**src/rtl/rxbuf_pkg.sv**
```systemverilog
package rxbuf_pkg;
   // flag register bit positions (software writes 0 to clear)
   localparam int FLG_RCV = 0;
   localparam int FLG_OWN = 1;
   localparam int FLG_CRC = 2;
   localparam int FLG_W   = 3;
   // interrupt enable bit positions
   localparam int IEN_RCV = 0;
   localparam int IEN_CRC = 1;
   localparam int IEN_W   = 2;

   typedef enum logic [1:0] {
      WR_IDLE = 2'd0,
      WR_FILL = 2'd1,
      WR_DROP = 2'd2
   } wr_state_e;
endpackage

```
**src/rtl/rxbuf_store.sv**
```systemverilog
module rxbuf_store #(
   parameter int NUM_BANKS  = 2,
   parameter int BANK_BYTES = 64,
   localparam int AW = $clog2(BANK_BYTES)
) (
   input  logic          clk,
   input  logic          wr_en,
   input  logic          wr_bank,
   input  logic [AW-1:0] wr_addr,
   input  logic [7:0]    wr_byte,
   input  logic          rd_bank,
   input  logic [AW-1:0] rd_addr,
   output logic [7:0]    rd_data
);
   logic [7:0] rd_word [NUM_BANKS];

   for (genvar b = 0; b < NUM_BANKS; b++) begin : g_bank
      logic [7:0] mem [BANK_BYTES];
      always_ff @(posedge clk) begin
         if (wr_en && (wr_bank == 1'(b))) mem[wr_addr] <= wr_byte;
      end
      assign rd_word[b] = mem[rd_addr];
   end

   assign rd_data = rd_word[rd_bank];
endmodule

```
**src/rtl/rxbuf_wr_ctrl.sv**
```systemverilog
module rxbuf_wr_ctrl
   import rxbuf_pkg::*;
#(
   parameter int NUM_BANKS  = 2,
   parameter int BANK_BYTES = 64,
   localparam int AW    = $clog2(BANK_BYTES),
   localparam int CNT_W = $clog2(BANK_BYTES + 1)
) (
   input  logic             clk,
   input  logic             rst_n,
   input  logic             rx_start,
   input  logic             rx_byte_vld,
   input  logic [7:0]       rx_byte,
   input  logic             rx_done,
   input  logic             rx_crc_bad,
   input  logic             wp_full,
   output logic             wp,
   output logic             wr_en,
   output logic [AW-1:0]    wr_addr,
   output logic [7:0]       wr_byte,
   output logic             cmp_vld,
   output logic [CNT_W-1:0] cmp_cnt,
   output logic             cmp_crc,
   output logic             active
);
   wr_state_e        st_q;
   logic [CNT_W-1:0] cnt_q;
   logic             wp_nxt;
   logic             room;

   if (NUM_BANKS == 2) begin : g_rot
      assign wp_nxt = ~wp;
   end else begin : g_fix
      assign wp_nxt = 1'b0;
   end

   assign room    = cnt_q < CNT_W'(BANK_BYTES);
   assign active  = (st_q == WR_FILL);
   assign wr_en   = active && rx_byte_vld && !rx_start && !rx_done && room;
   assign wr_addr = cnt_q[AW-1:0];
   assign wr_byte = rx_byte;
   assign cmp_vld = active && rx_done && !rx_start;
   assign cmp_cnt = cnt_q;
   assign cmp_crc = rx_crc_bad;

   always_ff @(posedge clk or negedge rst_n) begin
      if (!rst_n) begin
         st_q  <= WR_IDLE;
         cnt_q <= '0;
         wp    <= 1'b0;
      end else if (rx_start) begin
         st_q  <= wp_full ? WR_DROP : WR_FILL;
         cnt_q <= '0;
      end else if (rx_done) begin
         st_q <= WR_IDLE;
         if (active) wp <= wp_nxt;
      end else if (wr_en) begin
         cnt_q <= cnt_q + 1'b1;
      end
   end
endmodule

```
**src/rtl/rxbuf_track.sv**
```systemverilog
module rxbuf_track
   import rxbuf_pkg::*;
#(
   parameter int NUM_BANKS  = 2,
   parameter int BANK_BYTES = 64,
   localparam int CNT_W = $clog2(BANK_BYTES + 1)
) (
   input  logic                 clk,
   input  logic                 rst_n,
   input  logic                 cmp_vld,
   input  logic                 cmp_bank,
   input  logic [CNT_W-1:0]     cmp_cnt,
   input  logic                 cmp_crc,
   input  logic                 flag_wr,
   input  logic [FLG_W-1:0]     flag_wdata,
   input  logic                 ien_wr,
   input  logic [IEN_W-1:0]     ien_wdata,
   input  logic                 rd_en,
   output logic [NUM_BANKS-1:0] bank_full,
   output logic                 cp,
   output logic                 rcv_q,
   output logic                 own_q,
   output logic                 crc_q,
   output logic [IEN_W-1:0]     ien_q,
   output logic [CNT_W-1:0]     idx_q,
   output logic [CNT_W-1:0]     rd_avail
);
   logic [NUM_BANKS-1:0] full_d;
   logic [CNT_W-1:0]     cnt_q [NUM_BANKS];
   logic [CNT_W-1:0]     cnt_d [NUM_BANKS];
   logic                 cp_d, cp_nxt, rcv_d, own_d, crc_d;
   logic [CNT_W-1:0]     idx_d;
   logic                 release_b;

   if (NUM_BANKS == 2) begin : g_rot
      assign cp_nxt = ~cp;
   end else begin : g_fix
      assign cp_nxt = 1'b0;
   end

   assign release_b = flag_wr && !flag_wdata[FLG_OWN] && own_q;

   always_comb begin
      full_d = bank_full;
      cnt_d  = cnt_q;
      cp_d   = cp;
      rcv_d  = rcv_q;
      own_d  = own_q;
      crc_d  = crc_q;
      idx_d  = idx_q;
      if (cmp_vld) begin
         full_d[cmp_bank] = 1'b1;
         cnt_d[cmp_bank]  = cmp_cnt;
      end
      if (flag_wr && !flag_wdata[FLG_CRC]) crc_d = 1'b0;
      if (cmp_vld && cmp_crc) crc_d = 1'b1;
      if (release_b) begin
         full_d[cp] = 1'b0;
         cp_d       = cp_nxt;
         idx_d      = '0;
         rcv_d      = full_d[cp_d];
         own_d      = full_d[cp_d];
      end else begin
         if (flag_wr && !flag_wdata[FLG_RCV]) rcv_d = 1'b0;
         if (cmp_vld && (cmp_bank == cp)) begin
            rcv_d = 1'b1;
            own_d = 1'b1;
         end
         if (rd_en && own_q && (idx_q < cnt_q[cp])) idx_d = idx_q + 1'b1;
      end
   end

   always_ff @(posedge clk or negedge rst_n) begin
      if (!rst_n) begin
         bank_full <= '0;
         for (int b = 0; b < NUM_BANKS; b++) cnt_q[b] <= '0;
         cp    <= 1'b0;
         rcv_q <= 1'b0;
         own_q <= 1'b0;
         crc_q <= 1'b0;
         idx_q <= '0;
         ien_q <= '0;
      end else begin
         bank_full <= full_d;
         for (int b = 0; b < NUM_BANKS; b++) cnt_q[b] <= cnt_d[b];
         cp    <= cp_d;
         rcv_q <= rcv_d;
         own_q <= own_d;
         crc_q <= crc_d;
         idx_q <= idx_d;
         if (ien_wr) ien_q <= ien_wdata;
      end
   end

   assign rd_avail = own_q ? (cnt_q[cp] - idx_q) : '0;
endmodule

```
**src/rtl/usb_in_pipe_rxbuf.sv**
```systemverilog
module usb_in_pipe_rxbuf
   import rxbuf_pkg::*;
#(
   parameter int NUM_BANKS  = 2,
   parameter int BANK_BYTES = 64
) (
   input  logic                               clk,
   input  logic                               rst_n,
   input  logic                               rx_start,
   input  logic                               rx_byte_vld,
   input  logic [7:0]                         rx_byte,
   input  logic                               rx_done,
   input  logic                               rx_crc_bad,
   output logic                               rx_busy,
   input  logic                               flag_wr,
   input  logic [2:0]                         flag_wdata,
   input  logic                               ien_wr,
   input  logic [1:0]                         ien_wdata,
   input  logic                               rd_en,
   output logic                               rcv_flag,
   output logic                               own_flag,
   output logic                               crc_flag,
   output logic                               rcv_ie,
   output logic                               crc_ie,
   output logic                               irq_rcv,
   output logic                               irq_crc,
   output logic [7:0]                         rd_data,
   output logic [$clog2(BANK_BYTES+1)-1:0]    rd_avail,
   output logic                               cpu_bank
);
   localparam int AW    = $clog2(BANK_BYTES);
   localparam int CNT_W = $clog2(BANK_BYTES + 1);

   if (NUM_BANKS != 1 && NUM_BANKS != 2) begin : g_bad_banks
      $error("NUM_BANKS must be 1 or 2");
   end
   if (BANK_BYTES < 2) begin : g_bad_depth
      $error("BANK_BYTES must be at least 2");
   end

   logic                 wp, wr_en, cmp_vld, cmp_crc, wr_active;
   logic [AW-1:0]        wr_addr;
   logic [7:0]           wr_byte;
   logic [CNT_W-1:0]     cmp_cnt, idx;
   logic [NUM_BANKS-1:0] bank_full;
   logic [IEN_W-1:0]     ien;

   rxbuf_wr_ctrl #(.NUM_BANKS(NUM_BANKS), .BANK_BYTES(BANK_BYTES)) u_wr (
      .clk(clk), .rst_n(rst_n), .rx_start(rx_start), .rx_byte_vld(rx_byte_vld),
      .rx_byte(rx_byte), .rx_done(rx_done), .rx_crc_bad(rx_crc_bad),
      .wp_full(rx_busy), .wp(wp), .wr_en(wr_en), .wr_addr(wr_addr),
      .wr_byte(wr_byte), .cmp_vld(cmp_vld), .cmp_cnt(cmp_cnt),
      .cmp_crc(cmp_crc), .active(wr_active)
   );

   rxbuf_track #(.NUM_BANKS(NUM_BANKS), .BANK_BYTES(BANK_BYTES)) u_trk (
      .clk(clk), .rst_n(rst_n), .cmp_vld(cmp_vld), .cmp_bank(wp),
      .cmp_cnt(cmp_cnt), .cmp_crc(cmp_crc), .flag_wr(flag_wr),
      .flag_wdata(flag_wdata), .ien_wr(ien_wr), .ien_wdata(ien_wdata),
      .rd_en(rd_en), .bank_full(bank_full), .cp(cpu_bank), .rcv_q(rcv_flag),
      .own_q(own_flag), .crc_q(crc_flag), .ien_q(ien), .idx_q(idx),
      .rd_avail(rd_avail)
   );

   rxbuf_store #(.NUM_BANKS(NUM_BANKS), .BANK_BYTES(BANK_BYTES)) u_mem (
      .clk(clk), .wr_en(wr_en), .wr_bank(wp), .wr_addr(wr_addr),
      .wr_byte(wr_byte), .rd_bank(cpu_bank), .rd_addr(idx[AW-1:0]),
      .rd_data(rd_data)
   );

   assign rx_busy = bank_full[wp];
   assign rcv_ie  = ien[IEN_RCV];
   assign crc_ie  = ien[IEN_CRC];
   assign irq_rcv = rcv_flag & rcv_ie;
   assign irq_crc = crc_flag & crc_ie;
endmodule

```
**config.mk**
```make
export PLATFORM = sky130hd
export DESIGN_NAME = usb_in_pipe_rxbuf
export DESIGN_NICKNAME = d
export VERILOG_FILES = /design/src/rtl/rxbuf_pkg.sv /design/src/rtl/rxbuf_store.sv /design/src/rtl/rxbuf_wr_ctrl.sv /design/src/rtl/rxbuf_track.sv /design/src/rtl/usb_in_pipe_rxbuf.sv
export SDC_FILE = /design/constraint.sdc
export NUM_CORES = 1
export LEC_CHECK = 0
export BUFFER_PORTS_ARGS = -buffer_cell sky130_fd_sc_hd__buf_2
export CORE_ASPECT_RATIO = 1.4
export CORE_MARGIN = 10
export CORE_UTILIZATION = 45
export DETAILED_ROUTE_END_ITERATION = 16
export HOLD_SLACK_MARGIN = 0.05
export PLACE_DENSITY_LB_ADDON = 0.12
export SKIP_LAST_GASP = 1
export SLEW_MARGIN = 20
export SYNTH_ARGS = -nofsm -noshare
export SYNTH_HDL_FRONTEND = slang
export SYNTH_SLANG_ARGS = --single-unit
export TNS_END_PERCENT = 5
```
**constraint.sdc**
```tcl
create_clock -name clk -period 3.3 [get_ports clk]
set_clock_uncertainty 0.05 [all_clocks]
set_input_delay 0.165 -clock clk [delete_from_list [all_inputs] [get_ports clk]]
set_output_delay 0.165 -clock clk [all_outputs]
set_load 0.02 [all_outputs]
```
==> flow_summary.ini <==
[finish]
syn_to_final_growth_pct = 18.53
nets = 2559
multi_input_area_um2 = 9817
final_cell_mix = edfxtp_1 (1024), buf_4 (287), mux4_2 (197)
fillCellCount = 7160
post-route-cell-area_um2 = 49910
drive_above_1_share = 0.3107
regArea_um2 = 31740
final_util = 0.5386
final_common_cell = edfxtp_1

[place]
numPortBuffers = 45
dpl_cell_area_um2 = 45840
hpwl_mm = 75.97
finalWeightedCongestion = 0.8761

[setup_path]
start_kind = flip-flop
end_kind = output pin
worstSetupPathType = flip-flop to output pin
cp.arrival_ns = 3.49
cp.required_ns = 3.08
cp_max_fo = 7

[clock_tree]
h-tree-depth = 3
ctsLongestPathBuffers = 3
cts_tree = done
cts_root_buffer = clkbuf_16
cts_sinks = 1063
clk_latency_ns = 0.70
cts_buffers = 100
path_clk_slew_ns = 0.07

[synthesis]
yosys.area.top_type = edfxtp_1
synth_fp_nets = 2183
synth_top_cell_area_share = 0.7303
synth_cell_types = 61
synthCells = 2149
synth.avg_cell_area_um2 = 19.59
ys_seq_area_frac = 0.7535
synth_flop_cell = edfxtp_1
async_reset_ff_frac = 0.03669
syn-cell-area_um2 = 42100
synth_seq_cells = 1063
synth_warnings = 0
synth_edf_count = 1024
synthTopCellsByArea = edfxtp_1 (73%), mux4_2 (10%), mux2i_1 (2.9%), dfrtp_1 (2.3%), nor2_1 (1.4%)

[status]
violations = negative setup slack
outcome = finished, violations left

[floorplan]
num_io_pins = 46
die_y_um = 381.9
placement_rows = 132
dieArea_um2 = 106400
die_x_um = 278.5
initial_core_util = 0.4544
core_um2 = 92650

[routing]
first_iter_violations = 2040
dr_total_vias = 22420
routedWlPerCell_um = 30.79
drtAntennaViolNets = 0
drc = 0
wl_mm = 117.4
first_pass_iters = 5
vias_per_cell = 5.879

[timing]
drv_slew = 0
finalCriticalPeriod_ns = 3.706
slew_headroom = 0.2635
finalHoldViolCount = 0
period_share = 1.123
max_freq_ghz = 0.2698
rsz0062_at_grt = true
setup_viol = 11
tightest_slew_ns = 1.105
layout_setup_ws_ns = -0.4063

[run]
cap_violations = 0

[grt]
grt_max_degree = 129
grt_pass1_wl_mm = 167.9
grt-ovfl-total = 0
track_usage = 0.2202
antenna_found_initial = 1
grt_pass1_vias = 23140

[worst_hold_path]
worst_hold_path_type = input port to flip-flop

[power_and_ir_drop]
peakVddDrop_mv = 0.4386
p_leak_nw = 16.32
powerDensity_nw_per_um2 = 664.8
-- logic make-up (layout without fill, tap and decap cells) --
kind of cell	Yosys count	in the layout	share of synthesized area
flops	1063	1063	0.7535
fa+ha+maj	12	12	0.003744
compound gates	237	237	0.03976
xor+xnor	11	11	0.002288
buf+inv	134	592	0.01899
simple gates	326	326	0.03417
other cells	0	1	0
mux	366	366	0.1475
-- critical path: stages (launching register included) --
cell,delay [ns]
dfrtp_4,0.49
buf_12,0.16
buf_16,0.17
buf_12,0.14
buf_12,0.12
buf_12,0.13
mux4_2,0.46
mux2i_1,0.23
buf_4,0.19
o21ai_2,0.07
o32a_1,0.45
buf_6,0.17
-- path summary, 6_finish.rpt --
check,startpoint,end,slack [ns],cells past startpoint
setup / recovery,u_trk.idx_q[0],rd_data[4],-0.41,11
hold / removal,rx_byte[7],u_mem.g_bank[0].mem[11][7],0.04,1
setup reg to reg,u_trk.idx_q[1],u_trk.idx_q[0],0.11,9
hold reg to reg,u_trk.cnt_q[12],u_trk.cnt_q[12],0.46,1
max in group asynchronous,rst_n,u_trk.idx_q[2],2.25,3
min in group asynchronous,rst_n,u_trk.ien_q[0],0.50,3
-- report_power, final --
group	switching, W	leakage (nW)	internal (W)	total, W
Sequential	0.000103	9.72	0.0149	0.0150
Combinational	0.00372	5.03	0.00319	0.00691
Clock	0.00496	1.57	0.00633	0.0113
Total	0.00878	16.3	0.0244	0.0332
-- metrics by stage --
| stage | setup slack, ns | hold WS [ns] | total power (W) | instances | TNS, ns |
|---|---|---|---|---|---|
| after floorplan | 0.2173 | -0.1806 | 0.01894 | 2149 | 0 |
| after global placement | -0.1061 | 0.3122 | 0.02156 | 3587 | -0.1573 |
| after detailed placement | -0.1014 | 0.3252 | 0.02157 | 3587 | -0.1769 |
| after CTS | -0.4143 | 0.05057 | 0.03343 | 3812 | -3.902 |
| after global routing | -0.4670 | 0.07179 | 0.03425 | 3813 | -4.547 |
| final | -0.4063 | 0.03894 | 0.03318 | 3814 | -3.576 |
-- timing repair --
item	4_1_cts	5_1_grt
hold buffers	24	1
cloned	5	0
endpoints found under the hold margin	284	39
setup buffers	14	0
pin swaps	10	1
gates resized for setup	64	10
endpoints found under the setup margin	11	14
-- routing by layer --
metal / share of wire / wire (um) / up-vias / global-route usage
met5: 0 / 0 / - / 0
met4: 0.043 / 5011 / 0 / 0.09838
met3: 0.053 / 6227 / 196 / 0.02924
met2: 0.52 / 60700 / 811 / 0.3831
met1: 0.39 / 45480 / 11860 / 0.2716
li1: - / - / 9558 / -
-- registers in the layout (all words and copies together) (netlist names), 2 cells and up --
name / count
u_wr.cmp_cnt: 7
u_trk.ien_q: 2
u_trk.cnt_q: 14
u_trk.bank_full: 2
u_trk.idx_q: 7
u_wr.st_q: 2
u_mem.g_bank.mem: 1024
-- final cells by class --
class,count,share of cell area
diodes,1,0.00005014
clock buffers,121,0.05295
clock inverters,63,0.01091
inverters,14,0.001128
multi-input cells,952,0.1967
flip-flops and latches,1063,0.6360
well taps,1206,0.03024
repair buffers,394,0.07206
-- Yosys cell counts (8+ instances only) --
master / instances
inv_1: 12
nand3_1: 21
nor2_1: 158
o21ai_0: 28
a221oi_1: 20
nor3_1: 10
a22oi_1: 27
ha_1: 11
nor2b_1: 8
mux2_2: 45
dfrtp_1: 39
mux4_2: 194
buf_6: 22
clkbuf_1: 46
a21oi_1: 54
a2111oi_0: 11
a22o_1: 13
nand2_1: 77
nand2b_1: 8
a211oi_1: 14
mux2i_1: 123
o22ai_1: 21
buf_4: 17
edfxtp_1: 1024
o221ai_1: 13
buf_2: 28
and2_1: 10
No activity file was read; power rests on OpenSTA's default activity.
